`src/rtl/pio_clk_pkg.sv`:
```
package pio_clk_pkg;

    localparam int CNT_W     = 5;
    localparam int RDY_W     = 4;
    localparam int NS_PER_US = 1000;
    localparam int ROUND_UP  = NS_PER_US - 1;

    localparam int SETUP_MIN = 1;
    localparam int SETUP_MAX = 4;
    localparam int ACT_MIN   = 1;
    localparam int ACT_MAX   = 16;
    localparam int REC_MIN   = 2;
    localparam int REC_MAX   = 17;
    localparam int RDY_MIN   = 2;
    localparam int RDY_MAX   = 9;

    localparam int N_DEV     = 2;

    typedef enum logic [1:0] {
        FIG_SETUP  = 2'd0,
        FIG_ACTIVE = 2'd1,
        FIG_RECOV  = 2'd2
    } fig_e;

    typedef struct packed {
        logic [CNT_W-1:0] setup;
        logic [CNT_W-1:0] active;
        logic [CNT_W-1:0] recov;
    } clk_set_t;

    typedef struct packed {
        logic [7:0] cyc0;
        logic [7:0] cyc1;
        logic [7:0] misc;
    } timing_bytes_t;

    function automatic logic [CNT_W-1:0] clamp_cnt(input logic [31:0] v,
                                                  input logic [31:0] lo,
                                                  input logic [31:0] hi);
        logic [31:0] r;
        if (v < lo)      r = lo;
        else if (v > hi) r = hi;
        else             r = v;
        return r[CNT_W-1:0];
    endfunction

    function automatic logic [CNT_W-1:0] max_cnt(input logic [CNT_W-1:0] a,
                                                input logic [CNT_W-1:0] b);
        return (a > b) ? a : b;
    endfunction

endpackage

```
`src/rtl/pio_ns2clk.sv`:
```
module pio_ns2clk
    import pio_clk_pkg::*;
#(
    parameter int NS_W  = 10,
    parameter int MHZ_W = 7
) (
    input  logic [NS_W-1:0]  ns,
    input  logic [MHZ_W-1:0] mhz,
    output logic [31:0]      clks
);
    localparam int PROD_W = NS_W + MHZ_W;
    localparam int BASE_W = (PROD_W > 10) ? PROD_W : 10;
    localparam int SUM_W  = BASE_W + 1;

    logic [SUM_W-1:0] prod;
    logic [SUM_W-1:0] sum;
    logic [SUM_W-1:0] quo;

    always_comb begin
        prod = SUM_W'(ns) * SUM_W'(mhz);
        sum  = prod + SUM_W'(ROUND_UP);
        quo  = sum / SUM_W'(NS_PER_US);
        clks = 32'(quo);
    end
endmodule

```
`src/rtl/pio_drive_calc.sv`:
```
module pio_drive_calc
    import pio_clk_pkg::*;
#(
    parameter int NS_W  = 10,
    parameter int MHZ_W = 7
) (
    input  logic             present,
    input  logic [NS_W-1:0]  setup_ns,
    input  logic [NS_W-1:0]  active_ns,
    input  logic [NS_W-1:0]  cycle_ns,
    input  logic [MHZ_W-1:0] mhz,
    output clk_set_t         counts
);
    localparam int DIFF_W = NS_W + 2;
    localparam int N_FIG  = 3;

    logic signed [DIFF_W-1:0] diff;
    logic [NS_W-1:0]          recov_ns;
    logic [NS_W-1:0]          fig_ns [N_FIG];
    logic [31:0]              fig_clk [N_FIG];

    always_comb begin
        diff = $signed({2'b00, cycle_ns})
             - $signed({2'b00, setup_ns})
             - $signed({2'b00, active_ns});
        recov_ns = diff[DIFF_W-1] ? '0 : diff[NS_W-1:0];
        fig_ns[FIG_SETUP]  = setup_ns;
        fig_ns[FIG_ACTIVE] = active_ns;
        fig_ns[FIG_RECOV]  = recov_ns;
    end

    for (genvar g = 0; g < N_FIG; g++) begin : g_conv
        pio_ns2clk #(.NS_W(NS_W), .MHZ_W(MHZ_W)) u_conv (
            .ns   (fig_ns[g]),
            .mhz  (mhz),
            .clks (fig_clk[g])
        );
    end

    always_comb begin
        if (present) begin
            counts.setup  = clamp_cnt(fig_clk[FIG_SETUP],  SETUP_MIN, SETUP_MAX);
            counts.active = clamp_cnt(fig_clk[FIG_ACTIVE], ACT_MIN,   ACT_MAX);
            counts.recov  = clamp_cnt(fig_clk[FIG_RECOV],  REC_MIN,   REC_MAX);
        end else begin
            counts.setup  = CNT_W'(SETUP_MIN);
            counts.active = CNT_W'(ACT_MIN);
            counts.recov  = CNT_W'(REC_MIN);
        end
    end
endmodule

```
`src/rtl/pio_byte_pack.sv`:
```
module pio_byte_pack
    import pio_clk_pkg::*;
(
    input  clk_set_t         dev [N_DEV],
    input  logic             prefetch,
    input  logic [RDY_W-1:0] rdy,
    output timing_bytes_t    bytes_o
);
    logic [7:0]       cyc [N_DEV];
    logic [CNT_W-1:0] ax;
    logic [CNT_W-1:0] rdy_c;
    logic [CNT_W-1:0] ax_m1;
    logic [CNT_W-1:0] rdy_m2;

    for (genvar d = 0; d < N_DEV; d++) begin : g_cyc
        logic [CNT_W-1:0] act_m1;
        logic [CNT_W-1:0] rec_m2;
        always_comb begin
            act_m1 = dev[d].active - CNT_W'(ACT_MIN);
            rec_m2 = dev[d].recov  - CNT_W'(REC_MIN);
            cyc[d] = {act_m1[3:0], rec_m2[3:0]};
        end
    end

    always_comb begin
        ax     = max_cnt(dev[0].setup, dev[1].setup);
        rdy_c  = clamp_cnt(32'(rdy), RDY_MIN, RDY_MAX);
        ax_m1  = ax - CNT_W'(SETUP_MIN);
        rdy_m2 = rdy_c - CNT_W'(RDY_MIN);
        bytes_o.cyc0 = cyc[0];
        bytes_o.cyc1 = cyc[1];
        bytes_o.misc = {1'b0, prefetch, ax_m1[1:0], rdy_m2[2:0], 1'b0};
    end
endmodule

```
`src/rtl/pio_timing_conv.sv`:
```
module pio_timing_conv
    import pio_clk_pkg::*;
#(
    parameter int NS_W  = 10,
    parameter int MHZ_W = 7
) (
    input  logic             clk,
    input  logic             rst,
    input  logic             start,
    input  logic [MHZ_W-1:0] bus_mhz,
    input  logic             prefetch_en,
    input  logic [3:0]       rdy_clks,
    input  logic [1:0]       drv_present,
    input  logic [NS_W-1:0]  dev0_setup_ns,
    input  logic [NS_W-1:0]  dev0_active_ns,
    input  logic [NS_W-1:0]  dev0_cycle_ns,
    input  logic [NS_W-1:0]  dev1_setup_ns,
    input  logic [NS_W-1:0]  dev1_active_ns,
    input  logic [NS_W-1:0]  dev1_cycle_ns,
    output logic             valid,
    output logic [7:0]       cyc_byte0,
    output logic [7:0]       cyc_byte1,
    output logic [7:0]       misc_byte
);
    logic [NS_W-1:0] s_ns [N_DEV];
    logic [NS_W-1:0] a_ns [N_DEV];
    logic [NS_W-1:0] c_ns [N_DEV];
    clk_set_t        cnt  [N_DEV];
    timing_bytes_t   nxt;
    timing_bytes_t   cur;
    logic            valid_q;

    always_comb begin
        s_ns[0] = dev0_setup_ns;  s_ns[1] = dev1_setup_ns;
        a_ns[0] = dev0_active_ns; a_ns[1] = dev1_active_ns;
        c_ns[0] = dev0_cycle_ns;  c_ns[1] = dev1_cycle_ns;
    end

    for (genvar d = 0; d < N_DEV; d++) begin : g_dev
        pio_drive_calc #(.NS_W(NS_W), .MHZ_W(MHZ_W)) u_calc (
            .present   (drv_present[d]),
            .setup_ns  (s_ns[d]),
            .active_ns (a_ns[d]),
            .cycle_ns  (c_ns[d]),
            .mhz       (bus_mhz),
            .counts    (cnt[d])
        );
    end

    pio_byte_pack u_pack (
        .dev      (cnt),
        .prefetch (prefetch_en),
        .rdy      (rdy_clks),
        .bytes_o  (nxt)
    );

    always_ff @(posedge clk) begin
        if (rst) begin
            valid_q <= 1'b0;
            cur     <= '0;
        end else begin
            valid_q <= start;
            if (start) cur <= nxt;
        end
    end

    assign valid     = valid_q;
    assign cyc_byte0 = cur.cyc0;
    assign cyc_byte1 = cur.cyc1;
    assign misc_byte = cur.misc;
endmodule


```
`config.mk`:
```
export PLATFORM = sky130hd
export DESIGN_NAME = pio_timing_conv
export DESIGN_NICKNAME = d
export VERILOG_FILES = /design/src/rtl/pio_clk_pkg.sv /design/src/rtl/pio_ns2clk.sv /design/src/rtl/pio_drive_calc.sv /design/src/rtl/pio_byte_pack.sv /design/src/rtl/pio_timing_conv.sv
export SDC_FILE = /design/constraint.sdc
export NUM_CORES = 1
export LEC_CHECK = 0
export BUFFER_PORTS_ARGS = -buffer_cell sky130_fd_sc_hd__buf_2
export CORE_MARGIN = 8
export CORE_UTILIZATION = 50
export DETAILED_ROUTE_END_ITERATION = 7
export GPL_ROUTABILITY_DRIVEN = 0
export MAX_ROUTING_LAYER = met4
export PLACE_DENSITY = 0.71
export SLEW_MARGIN = 20
export SYNTH_ARGS = -nofsm -noshare
export SYNTH_HDL_FRONTEND = slang
export SYNTH_SLANG_ARGS = --single-unit
```
`constraint.sdc`:
```
create_clock -name clk -period 13.07 [get_ports clk]
set_input_delay 0.6535 -clock clk [delete_from_list [all_inputs] [get_ports clk]]
set_output_delay 0.6535 -clock clk [all_outputs]
set_load 0.01 [all_outputs]
```
---- Word-level counts from Yosys, hierarchy flattened ----
Index checks and enable logic that the tools add are counted.
storage, ports and cells
  bits in registers ....................... 23
  logic and storage cells ................. 66
  output and inout bits ................... 25
  input bits .............................. 77
cells by class
  magnitude comparators ................... 15
  divide/modulo/power cells ............... 6
  mux-type cells .......................... 19
  add/sub/neg operators ................... 16
  multiply operators ...................... 6
operator list
  cell                      number
  $add A17 B10 Y18 const B  6
  $div A18 B10 Y18 const B  6
  $mul A10 B7 Y17           6
  $gt A18 B5 Y1 const B     4
  $lt A18 B1 Y1 const B     4
  $mux W5                   12
  $gt A18 B3 Y1 const B     2
  $lt A18 B2 Y1 const B     2
  $mux W15                  2
  $sub A12 B11 Y12          2
  $sub A10 B10 Y11          2
  $mux W10                  2
  $sub A4 B1 Y4 const B     2
  $sub A4 B2 Y4 const B     2
  $mux W3                   2
  $gt A5 B5 Y1              1
  $gt A4 B4 Y1 const B      1
  $lt A4 B2 Y1 const B      1
  $sub A3 B2 Y3 const B     1
  $mux W2                   1
  $sub A2 B1 Y2 const B     1

---- Depth between registers and ports, before layout ----
Gate-level depths: netlist of the first run.
  depth after elaboration ................. 13
  depth in mapped cells ................... 62

---- By module ----
Synthesis of the first run repeated with hierarchy kept, for this count alone.
unflattened totals
  cell total of the unflattened synthesis .. 4531
  area, all modules ....................... 34504.3 um2
modules (own cells, without submodules)
  module                                             area each (um2)  instances  cells an instance
  pio_ns2clk (g_dev[0].u_calc.g_conv[2].u_conv ...)  5003.5           2          646
  pio_ns2clk (g_dev[1].u_calc.g_conv[2].u_conv)      5524.0           1          720
  pio_ns2clk (g_dev[1].u_calc.g_conv[0].u_conv)      5186.2           1          675
  pio_ns2clk (g_dev[0].u_calc.g_conv[1].u_conv)      5033.6           1          682
  pio_ns2clk (g_dev[0].u_calc.g_conv[0].u_conv)      4718.3           1          616
  pio_drive_calc                                     1361.3           2          204
  pio_timing_conv                                    902.1            1          80
  pio_byte_pack                                      410.4            1          58

---- Worst setup path after synthesis of the first run ----
No wires, ideal clock.
  kind .................................... input to register
  start ................................... input port dev1_cycle_ns[0]
  end ..................................... register cur (netlist bit cyc_byte1[2])
  library setup time ...................... 0.086 ns
  path buffers ............................ 7
  arrival time ............................ 13.191 ns
  path slack .............................. -0.207 ns
  cell stages on the path ................. 57
  cells stage by stage .................... inv_1 > ha_1 > fa_1 > inv_1 > ha_1 > nor2b_1 > o21ai_0 > nand2b_1 > a21o_1 > a21o_1 > a21o_1 > a21o_1 > a21o_1 > a21o_1 > a21oi_1 > or2_2 > clkbuf_1 > clkbuf_1 > [... 21 more ...] > a21oi_1 > a221oi_2 > or3_1 > clkbuf_1 > and3_1 > nor3_2 > nor3_2 > a221oi_2 > a221oi_1 > o31ai_2 > a21bo_2 > nor3b_2 > a21oi_2 > buf_2 > o21ai_0 > a21boi_1 > ha_1 > a211oi_1
between the ends
  longest elaborated chain between the ends .. 11
ends and longest elaborated chain
  item                    line                   text
  start: declaration      pio_timing_conv.sv:19  input logic [NS_W-1:0] dev1_cycle_ns,
  $sub A10 B10 Y11 *      pio_drive_calc.sv:24   - $signed({2'b00, setup_ns})
  $sub A12 B11 Y12 *      pio_drive_calc.sv:25   - $signed({2'b00, active_ns});
  $mux W10 *              pio_drive_calc.sv:26   recov_ns = diff[DIFF_W-1] ? '0 : diff[NS_W-1:0];
  $mul A10 B7 Y17 *       pio_ns2clk.sv:20       prod = SUM_W'(ns) * SUM_W'(mhz);
  $add A17 B10 Y18 *      pio_ns2clk.sv:21       sum = prod + SUM_W'(ROUND_UP);
  $div A18 B10 Y18 *      pio_ns2clk.sv:22       quo = sum / SUM_W'(NS_PER_US);
  $gt A18 B5 Y1           pio_clk_pkg.sv:42      else if (v > hi) r = hi;
  $mux W5                 pio_clk_pkg.sv:42
  $mux W5 *               pio_clk_pkg.sv:41      if (v < lo) r = lo;
  $mux W15 *              pio_drive_calc.sv:41   if (present) begin
  $sub A4 B2 Y4 *         pio_byte_pack.sv:20    rec_m2 = dev[d].recov - CNT_W'(REC_MIN);
  end signal: assignment  pio_timing_conv.sv:63  if (start) cur <= nxt;
  end: declaration        pio_timing_conv.sv:30  timing_bytes_t cur;
Mark *: on every way between the ends. The rest lies on a longest branch, timed or not.
A chain may end at the register's enable or synchronous reset.

---- Worst setup path in the final report of the first run ----
  start ................................... input port dev1_setup_ns[0]
  end ..................................... register cur (netlist bit cyc_byte1[0])
between the ends
  longest elaborated chain between the ends .. 11
ends and longest elaborated chain
  item                line                   text
  start: declaration  pio_timing_conv.sv:17  input logic [NS_W-1:0] dev1_setup_ns,
  $sub A10 B10 Y11 *  pio_drive_calc.sv:24
  $sub A12 B11 Y12 *  pio_drive_calc.sv:25
  $mux W10 *          pio_drive_calc.sv:26
  $mul A10 B7 Y17 *   pio_ns2clk.sv:20
  $add A17 B10 Y18 *  pio_ns2clk.sv:21
  $div A18 B10 Y18 *  pio_ns2clk.sv:22
  $gt A18 B5 Y1       pio_clk_pkg.sv:42
  $mux W5             pio_clk_pkg.sv:42
  $mux W5 *           pio_clk_pkg.sv:41
  $mux W15 *          pio_drive_calc.sv:41
  $sub A4 B2 Y4 *     pio_byte_pack.sv:20
Marks and branches as above.

==> results.sh, run 1 <==
export IMPL_start_util_pct=50.2
export IMPL_status="finished, final reports clean"
export IMPL_setup_violations_final=0
export IMPL_cts_made_buffers=3
export IMPL_dp_slack_ps=-363
export IMPL_grt_pass1_vias=30300
export IMPL_dieWidth_microns=264
export IMPL_cts_sinks=23
export IMPL_slew_limit_headroom_pct=11.6
export IMPL_setup_slack_ps=224
export IMPL_post_drt_wl_per_cell_microns=17.5
export IMPL_holdPathEnd="cyc_byte0[5]"
export IMPL_max_freq_ghz=0.0778
export IMPL_hpwl_microns=71900
export IMPL_rr_worst_depth=3
export IMPL_rows=91
export IMPL_final_net_count=5063
export IMPL_worstSetupStartpointType="primary input"
export IMPL_ys_seq_elements=23
export IMPL_synth_edff_count=0
export IMPL_worst_hold_startpoint="cyc_byte0[5]"
export IMPL_synth_distinct_cells=136
export IMPL_antenna_found_initial=5
export IMPL_min_path_type="reg2reg"
export IMPL_drtIter0Drc=2458
export IMPL_cpPeakStageDelay_ps=550
export IMPL_clock_path_buffers=2
export IMPL_hold_depth=2
export IMPL_tightest_slew_ps=1310
export IMPL_end_kind="flip-flop"
export IMPL_r2r_slack_ps=12030
export IMPL_n_fill_cell=5749
export IMPL_cap_violations=0
export IMPL_numPortBuffers=99
export IMPL_htree_levels=1
export IMPL_cpMostUsedCell="a21o_1"
export IMPL_crit_type="in2reg"
export IMPL_synthArstFlopShare_pct=0
export IMPL_cts_tree="done"
export IMPL_vias=32300
export IMPL_io_pins=102
export IMPL_final_util_pct=56.8
export IMPL_final_period_utilization_pct=98.3
export IMPL_cp_max_fo=8
export IMPL_drc=0
export IMPL_tns_ps=0
export IMPL_cp_required_ps=13220
export IMPL_synthCells=4198
export IMPL_grt_usage_pct=25.0
export IMPL_overflow=0
export IMPL_synth_warnings=0
export IMPL_rsz0062_at_grt="yes"
export IMPL_r2r_end="cyc_byte0[7]"
export IMPL_finalHoldViolations=0
export IMPL_clock_skew_ps=0
export IMPL_vias_per_cell=6.19
export IMPL_firstDrtPassIters=6
export IMPL_grt_first_pass_wirelength_microns=148000
export IMPL_final_max_slew_viol_count=0
export IMPL_grt_start_max_net_pins=42
export IMPL_netlist_area_sq_um=30700
export IMPL_area_growth_pct=13.2
export IMPL_wl_microns=91100
export IMPL_synth_ff_type="dfxtp_1"
export IMPL_r2r_start="cyc_byte0[7]"
export IMPL_insertion_delay_ps=260
export IMPL_core_sq_um=61300
export IMPL_clk_pin_slew_ps=60
export IMPL_syn_mean_instance_area_sq_um=7.32
export IMPL_layout_drive_gt1_share_pct=16.2
export IMPL_root_buffer="clkbuf_16"
export IMPL_synth_seq_area_share_pct=1.50
export IMPL_worstPathArrival_ps=12990
export IMPL_min_period_ps=12850
export IMPL_crit_slowest_cell="fa_1"
export IMPL_fp_dieArea_sq_um=69700
export IMPL_ant_nets=0
export IMPL_die_height_microns=264
## sequential cells by signal (all words and copies together) (netlist names)
signal     count
cyc_byte1      8
misc_byte      6
valid          1
cyc_byte0      8
## per-stage QoR
step | instance area, sq um | hold slack, ps | cells
floorplan | 30800 | 498 | 4202
CTS | 33300 | 483 | 5164
detailed placement | 33200 | 472 | 5160
global placement | 33200 | 471 | 5160
global route | 34800 | 516 | 5213
finish | 34800 | 478 | 5215
## cells in the mapped netlist, drive strengths merged (21+ instances only)
cell     count  area, sq um
nand2      445         1670
nor2       432         1620
inv        371         1390
ha         303         3790
fa         262         5250
a21oi      241         1250
o21ai      190          955
nor3       161          821
xnor2      136         1190
clkbuf     121          574
nand3      117          586
a21o        91          683
a211oi      84          666
xor2        75          657
and2        73          465
o211ai      68          515
mux2i       54          541
o21a        52          392
a31oi       50          325
nand2b      50          313
nor4        48          319
buf         38          210
or3         36          225
and3        33          208
o22ai       33          213
a211o       32          287
or2         32          200
mux2        29          334
nor2b       28          175
o31ai       27          223
nand4       25          156
dfxtp       23          460
o2111ai     22          193
o221ai      22          218
a2111oi     21          195
a221oi      21          221
## critical path, delay by kind of cell
| family | cells | cell delay, ps |
|---|---|---|
| compound gates | 21 | 4430 |
| xor+xnor | 1 | 200 |
| fa+ha+maj | 8 | 3300 |
| buf+inv | 9 | 1070 |
| mux | 1 | 180 |
| simple gates | 16 | 3110 |
## cell type report
cell class / instances / area (sq um) / area share, %
Sequential cell: 23 / 460 / 1.32
Antenna cell: 5 / 12.5 / 0.0360
Tap cell: 790 / 988 / 2.84
Inverter: 373 / 1400 / 4.03
Multi-Input combinational cell: 3645 / 29200 / 84.0
Clock inverter: 1 / 7.51 / 0.0216
Timing Repair Buffer: 375 / 2620 / 7.53
Clock buffer: 3 / 75.1 / 0.216
## layout by cell type, fill, tap and decap left out, types with 30 or more instances in the layout
cell / n
o211ai_1: 67
ha_1: 293
nor2_1: 425
a31oi_1: 45
nand2_1: 441
nand2b_1: 44
mux2i_1: 46
o21ai_0: 163
and2_1: 62
fa_1: 262
inv_1: 370
buf_2: 100
nor3_1: 150
xnor2_1: 127
nand3_1: 116
a21oi_1: 210
xor2_1: 73
or3_1: 32
a21o_1: 88
and3_1: 30
a211oi_1: 66
buf_4: 266
nor4_1: 38
o21a_1: 49
## what timing repair did
item	in CTS	in global routing
cloned	0	1
hold buffers	0	0
pin swaps	0	64
setup buffers	0	45
setup endpoints to repair	4	14
gates resized for setup	4	229
## per-layer routing
layer	global-route usage, %	vias to the layer above	share of wire, %	wire length (microns)
li1	-	15700	-	-
met3	2.17	135	6.3	5740
met4	5.56	0	2.4	2210
met5	-	-	0	0
met2	40.4	1075	46	41800
met1	34.0	15400	45	41300
## kinds of logic after synthesis
family                   after synthesis  share of synthesized area [%]
adder cells (fa/ha/maj)              574                           29.7
buffers and inverters                534                           7.17
AND/OR/NAND/NOR                     1563                           24.4
XOR/XNOR                             211                           6.01
multiplexers                          83                           2.85
other                                  2                         0.0244
flip-flops                            23                           1.50
AO/OA/AOI/OAI                       1208                           28.4
## worst max-delay path by stage
stage / from / endpoint / slack (ps)
floorplan: dev1_cycle_ns[0] / cyc_byte1[2] / 3
global placement: dev0_setup_ns[0] / cyc_byte0[0] / -220
detailed placement: dev1_setup_ns[0] / cyc_byte1[0] / -360
CTS: dev1_setup_ns[0] / cyc_byte1[0] / 30
global route: dev1_setup_ns[1] / cyc_byte1[0] / -350
finish: dev1_setup_ns[0] / cyc_byte1[0] / 220
Power of run 1 is left out: the tool's default activity adds up to more than one toggle a clock period on the data nets, which glitch-free logic cannot reach.
==> run 2: changes to the inputs <==
--- a/config.mk
+++ b/config.mk
@@ -7,11 +7,10 @@
 export LEC_CHECK = 0
 export BUFFER_PORTS_ARGS = -buffer_cell sky130_fd_sc_hd__buf_2
 export CORE_MARGIN = 8
-export CORE_UTILIZATION = 50
+export CORE_UTILIZATION = 35
 export DETAILED_ROUTE_END_ITERATION = 7
 export GPL_ROUTABILITY_DRIVEN = 0
-export MAX_ROUTING_LAYER = met4
-export PLACE_DENSITY = 0.71
+export PLACE_DENSITY = 0.52
 export SLEW_MARGIN = 20
 export SYNTH_ARGS = -nofsm -noshare
 export SYNTH_HDL_FRONTEND = slang
==> constraint.sdc (replaced) <==
create_clock -name clk -period 14.09 [get_ports clk]
set_input_delay 0.7045 -clock clk [delete_from_list [all_inputs] [get_ports clk]]
set_output_delay 0.7045 -clock clk [all_outputs]
set_load 0.01 [all_outputs]
==> run 2 against run 1 <==
Worst hold slack gained 2.2 ps. First-iteration DRC count shrank 8.5%. Clock-buffer cell count is the same. Global-route usage shrank 6.4 points. Largest cell class unchanged. Clock skew is the same.
==> results.sh, run 2 (same netlist as run 1, synthesis figures left out) <==
export IMPL_status="finished, final reports clean"
export IMPL_crit_type="in2reg"
export IMPL_worstPathArrival_ps=13580
export IMPL_grt_usage_pct=18.6
export IMPL_numPortBuffers=99
export IMPL_hold_depth=2
export IMPL_worstSetupStartpointType="primary input"
export IMPL_final_util_pct=38.4
export IMPL_min_period_ps=13400
export IMPL_max_freq_ghz=0.0746
export IMPL_dieWidth_microns=312
export IMPL_crit_slowest_cell="fa_2"
export IMPL_io_pins=102
export IMPL_tns_ps=0
export IMPL_setup_violations_final=0
export IMPL_mostFrequentLayoutCells="nand2_1, nor2_1, inv_1"
export IMPL_clk_pin_slew_ps=80
export IMPL_cts_hold_buf=0
export IMPL_slew_limit_headroom_pct=26.3
export IMPL_area_growth_pct=8.57
export IMPL_tightest_slew_ps=1090
export IMPL_grt_start_max_net_pins=42
export IMPL_finalHoldViolations=0
export IMPL_insertion_delay_ps=290
export IMPL_vias_per_cell=5.72
export IMPL_rows=108
export IMPL_post_drt_wl_per_cell_microns=17.4
export IMPL_rr_worst_depth=3
export IMPL_layout_drive_gt1_share_pct=10.8
export IMPL_clock_path_buffers=2
export IMPL_end_kind="flip-flop"
export IMPL_cts_tree="done"
export IMPL_core_sq_um=86900
export IMPL_overflow=0
export IMPL_instances_no_fill=5441
export IMPL_drtIter0Drc=2248
export IMPL_final_max_slew_viol_count=0
export IMPL_ant_nets=0
export IMPL_cp_max_fo=22
export IMPL_final_net_count=4922
export IMPL_drc=0
export IMPL_final_period_utilization_pct=95.1
export IMPL_dp_cells=5421
export IMPL_firstDrtPassIters=6
export IMPL_root_buffer="clkbuf_16"
export IMPL_rsz0062_at_grt="yes"
export IMPL_fp_dieArea_sq_um=97500
export IMPL_grt_pass1_vias=29800
export IMPL_cap_violations=0
export IMPL_vias=31100
export IMPL_cts_sinks=23
export IMPL_start_util_pct=35.4
export IMPL_min_path_type="reg2reg"
export IMPL_die_height_microns=312
export IMPL_hpwl_microns=78200
export IMPL_antenna_found_initial=11
export IMPL_cp_required_ps=14270
export IMPL_n_fill_cell=9195
export IMPL_final_common_cell="nand2_1"
export IMPL_cpPeakStageDelay_ps=610
export IMPL_grt_first_pass_wirelength_microns=156000
export IMPL_clock_skew_ps=0
export IMPL_htree_levels=1
export IMPL_wl_microns=94900
export IMPL_cpMostUsedCell="a21o_1"
export IMPL_cts_made_buffers=3
export IMPL_holdWs_ps=481
## run 2: cell types whose count changed in the layout (fill, tap and decap cells not counted), moves of 7 or more
cell | before | now
buf_4 | 266 | 133
mux2i_1 | 46 | 53
a21oi_1 | 210 | 224
ha_1 | 293 | 303
ha_2 | 8 | 0
a211oi_1 | 66 | 73
a21oi_2 | 22 | 15
a21oi_4 | 9 | 2
## run 2: area by class of cell
type | count | area (sq um) | share of cell area (%)
repair buffers | 234 | 1520 | 4.54
well taps | 1155 | 1450 | 4.33
flip-flops and latches | 23 | 460 | 1.38
inverters | 373 | 1400 | 4.20
diodes | 7 | 17.5 | 0.0525
multi-input cells | 3645 | 28400 | 85.3
clock inverters | 1 | 5.00 | 0.0150
clock buffers | 3 | 75.1 | 0.225
## run 2: repair_timing
| item | CTS | global route |
|---|---|---|
| endpoints found under the setup margin | 0 | 10 |
| resized for setup | 0 | 78 |
| buffers inserted | 0 | 9 |
## run 2: worst paths after layout
check | start | endpoint | slack [ps]
setup / recovery | dev1_cycle_ns[0] | cyc_byte1[0] | 690
hold / removal | cyc_byte1[2] | cyc_byte1[2] | 480
setup reg to reg | cyc_byte0[7] | cyc_byte0[7] | 13040
hold reg to reg | cyc_byte1[2] | cyc_byte1[2] | 480
## run 2: layer usage
layer	vias up	GRT usage [%]	part of all wire [%]
met2	688	31.3	46
met1	15000	26.4	48
met4	6	2.90	1.7
met5	-	0	0.043
li1	15400	-	-
met3	92	1.33	4.3
## run 2: metrics by stage
| stage | area (sq um) | worst slack, ps |
|---|---|---|
| after floorplan | 30700 | 762 |
| after global placement | 32800 | 167 |
| after detailed placement | 32800 | 64.7 |
| after CTS | 32900 | 364 |
| after global routing | 33400 | -69.2 |
| final | 33400 | 685 |
## run 2: critical path, delay by kind of cell
family / cells / cell delay (ps)
buffers and inverters: 9 / 1120
AO/OA/AOI/OAI: 22 / 4770
adder cells (fa/ha/maj): 8 / 3430
AND/OR/NAND/NOR: 14 / 3330
multiplexers: 1 / 180
Power of run 2 is left out for the same reason.
